===== src/rtl/bmul_pkg.sv =====
// Shared step encoding for the byte-sliced multiplier.
// Assumes: one step is executed per clock cycle.
package bmul_pkg;
    typedef enum logic [2:0] {
        ST_IDLE,
        ST_LL,      // low x low into bits 15:0
        ST_HH,      // high x high into bits 31:16
        ST_LH,      // a low x b high, accumulate at byte 1
        ST_HL,      // a high x b low, accumulate at byte 1
        ST_SUB_A,   // b negative: upper half minus a
        ST_SUB_B    // a negative: upper half minus b
    } step_t;
endpackage


===== src/rtl/bmul_core.sv =====
// Unsigned BW x BW multiplier, purely combinational.
// Assumes: the caller registers the result.
module bmul_core #(
    parameter int BW = 8
) (
    input  logic [BW-1:0]   x_i,
    input  logic [BW-1:0]   y_i,
    output logic [2*BW-1:0] p_o
);
    localparam int PW = 2 * BW;

    // zero-extended product of the two bytes
    assign p_o = PW'(x_i) * PW'(y_i);
endmodule


===== src/rtl/bmul_opsel.sv =====
// Picks the operand bytes that feed the shared multiplier for the current step.
// Assumes: operands are exactly two bytes wide.
module bmul_opsel
    import bmul_pkg::*;
#(
    parameter int BW = 8
) (
    input  step_t           step_i,
    input  logic [2*BW-1:0] a_i,
    input  logic [2*BW-1:0] b_i,
    output logic [BW-1:0]   x_o,
    output logic [BW-1:0]   y_o
);
    logic [BW-1:0] a_byte [2];
    logic [BW-1:0] b_byte [2];

    genvar gi;
    generate
        for (gi = 0; gi < 2; gi++) begin : g_slice
            assign a_byte[gi] = a_i[gi*BW +: BW];
            assign b_byte[gi] = b_i[gi*BW +: BW];
        end
    endgenerate

    // byte routing per step
    always_comb begin
        x_o = '0;
        y_o = '0;
        case (step_i)
            ST_LL: begin x_o = a_byte[0]; y_o = b_byte[0]; end
            ST_HH: begin x_o = a_byte[1]; y_o = b_byte[1]; end
            ST_LH: begin x_o = a_byte[0]; y_o = b_byte[1]; end
            ST_HL: begin x_o = a_byte[1]; y_o = b_byte[0]; end
            default: ;
        endcase
    end
endmodule


===== src/rtl/bmul_ctrl.sv =====
// Step sequencer: accepts start while idle, then runs the four partial-product
// steps and the corrections that apply, and pulses done on completion.
// Assumes: the mode and MSB inputs come from registers loaded at acceptance.
module bmul_ctrl
    import bmul_pkg::*;
#(
    parameter int LAT_W = 3
) (
    input  logic  clk,
    input  logic  rst_n,
    input  logic  start_i,
    input  logic  sgn_i,
    input  logic  a_msb_i,
    input  logic  b_msb_i,
    output logic  accept_o,
    output step_t step_o,
    output logic  busy_o,
    output logic  done_o
);
    step_t st_q, st_d;
    logic  fix_a, fix_b;

    assign fix_a    = sgn_i & b_msb_i;   // subtract a when b negative
    assign fix_b    = sgn_i & a_msb_i;   // subtract b when a negative
    assign busy_o   = (st_q != ST_IDLE);
    assign accept_o = start_i & ~busy_o;
    assign step_o   = st_q;

    // next-step selection in the fixed order
    always_comb begin
        st_d = st_q;
        case (st_q)
            ST_IDLE:  st_d = accept_o ? ST_LL : ST_IDLE;
            ST_LL:    st_d = ST_HH;
            ST_HH:    st_d = ST_LH;
            ST_LH:    st_d = ST_HL;
            ST_HL:    st_d = fix_a ? ST_SUB_A : (fix_b ? ST_SUB_B : ST_IDLE);
            ST_SUB_A: st_d = fix_b ? ST_SUB_B : ST_IDLE;
            ST_SUB_B: st_d = ST_IDLE;
            default:  st_d = ST_IDLE;
        endcase
    end

    // step register and done pulse
    always_ff @(posedge clk) begin
        if (!rst_n) begin
            st_q   <= ST_IDLE;
            done_o <= 1'b0;
        end else begin
            st_q   <= st_d;
            done_o <= (st_q != ST_IDLE) && (st_d == ST_IDLE);
        end
    end

    // cycle counter for the latency check
    logic [LAT_W-1:0] lat_q;
    always_ff @(posedge clk) begin
        if (!rst_n)        lat_q <= '0;
        else if (accept_o) lat_q <= '0;
        else if (busy_o)   lat_q <= lat_q + 1'b1;
    end


    done_pulse_chk: assert property (@(posedge clk) disable iff (!rst_n)
        done_o |=> !done_o);

    done_idle_chk: assert property (@(posedge clk) disable iff (!rst_n)
        done_o |-> !busy_o);

    latency_chk: assert property (@(posedge clk) disable iff (!rst_n)
        done_o |-> (32'(lat_q) == 32'd4 + 32'(fix_a) + 32'(fix_b)));

    busy_rise_chk: assert property (@(posedge clk) disable iff (!rst_n)
        accept_o |=> busy_o);
endmodule


===== src/rtl/bmul_acc.sv =====
// Result register: writes or accumulates each step's partial product at its
// byte offset and applies the sign-correction subtractions on the upper half.
// Assumes: steps arrive in the order LL, HH, LH, HL, then corrections.
module bmul_acc
    import bmul_pkg::*;
#(
    parameter int BW = 8
) (
    input  logic             clk,
    input  logic             rst_n,
    input  step_t            step_i,
    input  logic [2*BW-1:0]  prod_i,
    input  logic [2*BW-1:0]  a_i,
    input  logic [2*BW-1:0]  b_i,
    output logic [4*BW-1:0]  res_o
);
    localparam int OPW = 2 * BW;
    localparam int RW  = 4 * BW;
    localparam int UPW = RW - BW;   // bits from byte 1 upward

    // per-step update of the result register
    always_ff @(posedge clk) begin
        if (!rst_n) begin
            res_o <= '0;
        end else begin
            case (step_i)
                ST_LL:        res_o[OPW-1:0]  <= prod_i;
                ST_HH:        res_o[RW-1:OPW] <= prod_i;
                ST_LH, ST_HL: res_o[RW-1:BW]  <= res_o[RW-1:BW] + UPW'(prod_i);
                ST_SUB_A:     res_o[RW-1:OPW] <= res_o[RW-1:OPW] - a_i;
                ST_SUB_B:     res_o[RW-1:OPW] <= res_o[RW-1:OPW] - b_i;
                default: ;
            endcase
        end
    end


    cross_low_byte_chk: assert property (@(posedge clk) disable iff (!rst_n)
        (step_i == ST_LH || step_i == ST_HL) |=> $stable(res_o[BW-1:0]));

    fix_low_half_chk: assert property (@(posedge clk) disable iff (!rst_n)
        (step_i == ST_SUB_A || step_i == ST_SUB_B) |=> $stable(res_o[OPW-1:0]));

    hh_keeps_low_chk: assert property (@(posedge clk) disable iff (!rst_n)
        (step_i == ST_HH) |=> $stable(res_o[OPW-1:0]));
endmodule


===== src/rtl/bytemul16_seq.sv =====
// Top: captures operands on an accepted start, steers bytes into one shared
// multiplier and collects the product over 4 to 6 cycles.
// Assumes: BYTE_W = 8 gives the 16x16 case; operands are two bytes wide.
module bytemul16_seq
    import bmul_pkg::*;
#(
    parameter int BYTE_W = 8
) (
    input  logic                  clk,
    input  logic                  rst_n,
    input  logic                  start_i,
    input  logic [2*BYTE_W-1:0]   opa_i,
    input  logic [2*BYTE_W-1:0]   opb_i,
    input  logic                  signed_i,
    output logic                  busy_o,
    output logic                  done_o,
    output logic [4*BYTE_W-1:0]   product_o
);
    localparam int OPW = 2 * BYTE_W;
    localparam int RW  = 4 * BYTE_W;

    logic [OPW-1:0]    a_q, b_q;
    logic              sgn_q;
    logic              accept;
    step_t             step;
    logic [BYTE_W-1:0] mx, my;
    logic [OPW-1:0]    mp;

    // operand and mode capture on an accepted start
    always_ff @(posedge clk) begin
        if (!rst_n) begin
            a_q   <= '0;
            b_q   <= '0;
            sgn_q <= 1'b0;
        end else if (accept) begin
            a_q   <= opa_i;
            b_q   <= opb_i;
            sgn_q <= signed_i;
        end
    end

    bmul_ctrl #(.LAT_W(3)) u_ctrl (
        .clk      (clk),
        .rst_n    (rst_n),
        .start_i  (start_i),
        .sgn_i    (sgn_q),
        .a_msb_i  (a_q[OPW-1]),
        .b_msb_i  (b_q[OPW-1]),
        .accept_o (accept),
        .step_o   (step),
        .busy_o   (busy_o),
        .done_o   (done_o)
    );

    bmul_opsel #(.BW(BYTE_W)) u_sel (
        .step_i (step),
        .a_i    (a_q),
        .b_i    (b_q),
        .x_o    (mx),
        .y_o    (my)
    );

    bmul_core #(.BW(BYTE_W)) u_core (
        .x_i (mx),
        .y_i (my),
        .p_o (mp)
    );

    bmul_acc #(.BW(BYTE_W)) u_acc (
        .clk    (clk),
        .rst_n  (rst_n),
        .step_i (step),
        .prod_i (mp),
        .a_i    (a_q),
        .b_i    (b_q),
        .res_o  (product_o)
    );

    // reference product for the completion check
    logic [RW-1:0] ref_a, ref_b, ref_p;
    assign ref_a = {{OPW{sgn_q & a_q[OPW-1]}}, a_q};
    assign ref_b = {{OPW{sgn_q & b_q[OPW-1]}}, b_q};
    assign ref_p = ref_a * ref_b;


    final_product_chk: assert property (@(posedge clk) disable iff (!rst_n)
        done_o |-> (product_o == ref_p));

    busy_start_ignored_chk: assert property (@(posedge clk) disable iff (!rst_n)
        (busy_o && start_i) |=> ($stable(a_q) && $stable(b_q) && $stable(sgn_q)));

    hold_result_chk: assert property (@(posedge clk) disable iff (!rst_n)
        (!busy_o && !start_i) |=> $stable(product_o));
endmodule


===== config.mk =====
export PLATFORM = sky130hd
export DESIGN_NAME = bytemul16_seq
export DESIGN_NICKNAME = d
export VERILOG_FILES = /design/src/rtl/bmul_pkg.sv /design/src/rtl/bmul_core.sv /design/src/rtl/bmul_opsel.sv /design/src/rtl/bmul_ctrl.sv /design/src/rtl/bmul_acc.sv /design/src/rtl/bytemul16_seq.sv
export SDC_FILE = /design/constraint.sdc
export NUM_CORES = 1
export LEC_CHECK = 0
export BUFFER_PORTS_ARGS = -buffer_cell sky130_fd_sc_hd__buf_2
export CAP_MARGIN = 30
export CORE_ASPECT_RATIO = 1.25
export CORE_UTILIZATION = 54
export CTS_CLUSTER_SIZE = 8
export DETAILED_ROUTE_END_ITERATION = 16
export GPL_TIMING_DRIVEN = 0
export MAX_ROUTING_LAYER = met4
export PLACE_DENSITY = 0.77
export SYNTH_ARGS = -nofsm -noshare
export SYNTH_HDL_FRONTEND = slang
export SYNTH_SLANG_ARGS = --single-unit

===== constraint.sdc =====
create_clock -name clk -period 7.6 [get_ports clk]
set_input_delay 0.38 -clock clk [delete_from_list [all_inputs] [get_ports clk]]
set_output_delay 0.38 -clock clk [all_outputs]
set_load 0.05 [all_outputs]

==> impl_summary.txt <==
----------------------------------------------------
[Outcome]
  Status ... finished, final reports clean

[Run]
  Max Cap Viol ... 0

[Setup path]
  Largest stage delay on the critical path ... 560 ps
  Data required time at the worst endpoint ... 7840 ps
  Cells on worst reg2reg path ... 30
  Critical-path top delay cell ... fa_1
  Reg2Reg Capture Point ... u_acc.res_o[31]$_SDFFE_PN0P_
  Setup Crit Path Kind ... reg -> reg
  Flop-to-flop setup slack ... 270 ps
  Cell repeated most along the worst path ... fa_1
  Worst setup path endpoint ... u_acc.res_o[31]$_SDFFE_PN0P_
  Crit-path max FO ... 9
  Critical R2R Launch ... u_ctrl.step_o[1]$_SDFF_PN0_
  CP startpoint kind ... flip-flop
  Capturing element type of the critical path ... flip-flop
  Source of the critical timing path ... u_ctrl.step_o[1]$_SDFF_PN0_
  Worst endpoint data arrival time ... 7570 ps

[Timing]
  Share of the cycle needed by the critical path after routing ... 0.9642
  Worst-case hold slack ... 273.9 ps
  Final count of hold timing violations ... 0
  Highest attainable clock frequency ... 136.5 MHz
  Maximum clock skew at final layout ... 10.52 ps
  Worst-Margin Slew ... 1007 ps
  Setup violators final ... 0
  Relative slew margins ... 0.3288
  Final Critical Period ... 7328 ps
  Pins over their slew limit ... 0

[Detailed routing]
  Drt first pass iters ... 5
  Met3 Wirelength ... 1667 um
  Detailed-routing wirelength on met1 ... 8820 um
  Iteration-0 DRC count of the detailed router ... 772
  Total number of vias ... 7055
  Max layer used ... met4
  Total Wirelength ... 21670 um
  Average wire per cell in the routed design ... 18.78 um
  Drc violations ... 0
  Remaining number of nets flagged by the antenna check after routing ... 0
  Mean number of vias per cell ... 6.114
  Routed length on met2 ... 10350 um

[Min path]
  Type of the worst min-delay path ... in -> reg
  Worst Hold Depth ... 3

[Pwr]
  Total net switching power ... 0.0004809 W
  Cell area power density ... 163.1 nW/um^2
  Clock share of power ... 0.367
  Flop pwr share ... 0.316
  Cell-internal power ... 0.0008597 W
  Worst ir drop on vdd ... 0.1495 mV
  Share of power burned in combinational logic ... 0.317
  Pleak ... 3.823 nW
  Share of total power consumed by net switching ... 0.3588

[Clock tree]
  Clock insertion delay at the later pin of the skew report ... 350 ps
  CTS Buf Count ... 9
  Hold-fix buffers, CTS ... 0
  Maximum level of the CTS H-tree ... 3
  Maximum clock insertion buffer count ... 2
  Clock tree from TritonCTS ... done
  Number of clock sinks seen by CTS ... 69
  CTS clk-pin slew, worst paths ... 60 ps
  CTS Root Buffer Type ... clkbuf_16

[Floorplanning]
  Horiz. Die Dim ... 103.1 um
  Core footprint ... 12270 sq um
  Number of core rows ... 45
  Effective utilization at floorplan ... 0.5617
  Number of ports placed on the die boundary ... 70
  Die Footprint ... 13230 sq um
  DIE HEIGHT ... 128.3 um

[Synth]
  Post-synthesis area per instance ... 7.879 sq um
  Net count of the mapped netlist ... 1018
  Proportion of synthesized area in mux cells ... 0.03230
  Flops & latches, synth ... 69
  Simple-gate share of the synthesized area ... 0.1873
  Number of synthesized flops with an enable pin ... 0
  Dominant combinational cell family by area after synthesis ... adder cells
  Xor/xnor share of the synthesized area ... 0.04846
  Post-Synth Adder-Cell Area ... 0.2387
  Most used flip-flop cell after synthesis ... dfxtp_1
  Netlist Area Pre-Place ... 6894 sq um
  Compound-Gate Fraction of Synth Area ... 0.2345
  Area fraction of the dominant cell type after synthesis ... 0.2004
  Sequential-to-total area share from yosys stat ... 0.2004
  Number of unique standard cell types used by synthesis ... 77
  Main area contributors after synthesis ... dfxtp_1 (20%), ha_1 (13%), fa_1 (11%), nand2_1 (6.6%), a21oi_1 (6.5%)
  Cells after Synth ... 875
  Number of warning messages in the yosys log ... 0
  Post-synth ARST share ... 0
  Library cell occupying the most area in the post-synthesis netlist ... dfxtp_1

[Layout]
  Utilization of the core after routing ... 0.6698
  Post-route cell area ... 8222 sq um
  Count of antenna diodes in the layout ... 0
  Post-synthesis to final-layout area growth ... 19.26%
  Net total in the final layout ... 1128
  Filler-free cell count of the finished design ... 1154
  Fraction of layout instances using a drive strength above 1 ... 0.1990

[Global route]
  Wire length of the first global-routing pass ... 34390 um
  Residual overflow from global routing ... 0
  Number of global-route vias before repair ... 6751
  Overall global routing resource usage ... 0.3523
  Initial antenna violation count ... 0
  Largest net degree at the start of global routing ... 13

[Placed design]
  Port Buf Inserts ... 69
  Gpl congestion ... 1.024
  Cell Count Post-Placement ... 1108
  Placed Area ... 7445 sq um
  Placed wire-length estimate after detailed placement ... 16360 um

----------------------------------------------------
-- worst min-delay path by stage --
stage | from | to | slack (ps)
after floorplan | b_q[0]$_SDFFE_PN0P_ | b_q[0]$_SDFFE_PN0P_ | 450
after global placement | u_acc.res_o[1]$_SDFFE_PN0P_ | u_acc.res_o[1]$_SDFFE_PN0P_ | 440
after detailed placement | u_acc.res_o[1]$_SDFFE_PN0P_ | u_acc.res_o[1]$_SDFFE_PN0P_ | 450
after CTS | opb_i[14] | b_q[14]$_SDFFE_PN0P_ | 270
after global routing | opa_i[12] | a_q[12]$_SDFFE_PN0P_ | 280
final | opb_i[11] | b_q[11]$_SDFFE_PN0P_ | 270
-- per-layer routing --
metal | GRT usage | vias up
met2 | 0.5627 | 353
li1 | - | 3278
met3 | 0.05398 | 65
met5 | - | -
met4 | 0.1533 | 0
met1 | 0.4380 | 3359
-- Yosys cell counts, types with 16 or more instances --
cell,number
a21oi_1,90
a22oi_1,16
clkbuf_1,24
dfxtp_1,69
fa_1,38
ha_1,69
inv_1,66
mux2i_1,20
nand2_1,121
nor2_1,102
o21ai_0,31
or2_2,17
xnor2_1,24
-- power groups by stage --
stage	registers, W	logic, W	clock network (W)
after floorplan	0.000454	0.000252	0
final	0.000424	0.000425	0.000492
after CTS	0.000421	0.000407	0.000492
after detailed placement	0.000428	0.000390	0
after global routing	0.000425	0.000460	0.000508
after global placement	0.000427	0.000387	0
-- state kept, by name (all words and copies together), names as in the netlist --
| register | cells |
|---|---|
| sgn_q | 1 |
| b_q | 16 |
| u_ctrl.done_o | 1 |
| u_ctrl.step_o | 3 |
| u_acc.res_o | 32 |
| a_q | 16 |
-- layout by cell type (no fill, tap or decap), types with 20 or more instances in the layout --
cell type	netlist	final
nand2_1	121	118
nor2_1	102	99
a21oi_1	90	89
buf_2	4	71
ha_1	69	68
dfxtp_1	69	68
inv_1	66	64
fa_1	38	38
buf_4	2	32
o21ai_0	31	31
clkbuf_1	24	23
xnor2_1	24	21
mux2i_1	20	20
-- repair_timing --
action,CTS,global route
setup endpoints to repair,11,9
endpoints found under the hold margin,0,0
pin swaps,11,9
gates resized for setup,27,25
buffers inserted,19,11
-- cell type report --
| class | count | area [sq um] |
|---|---|---|
| multi-input combinational | 705 | 5286 |
| fill | 1096 | 4053 |
| sequential | 69 | 1385 |
| timing repair buffer | 99 | 570.5 |
| inverter | 67 | 256.5 |
| clock buffer | 10 | 229.0 |
| tap | 164 | 205.2 |
| buffer | 34 | 177.7 |
| clock inverter | 6 | 111.4 |
-- cell families after synthesis --
logic type               after synthesis
buffers and inverters                101
flip-flops                            69
AND/OR/NAND/NOR                      294
AO/OA/AOI/OAI                        244
adder cells (fa/ha/maj)              109
multiplexers                          22
XOR/XNOR                              36
-- critical path: cells and delay by family (launching register included) --
family | cells | cell delay [ps]
buf+inv | 6 | 720
flops | 1 | 390
compound gates | 11 | 2120
xor+xnor | 1 | 230
simple gates | 6 | 1120
fa+ha+maj | 6 | 2630
-- stage by stage --
stage	total power (W)	setup WS, ps	setup TNS, ps
after floorplan	0.0007068	508.9	0
after global placement	0.0008142	-618.8	-3031
after detailed placement	0.0008178	-670.6	-3059
after CTS	0.001320	14.02	0
after global routing	0.001393	-33.47	-33.47
final	0.001341	272.2	0
(Power assumes the default switching activity.)
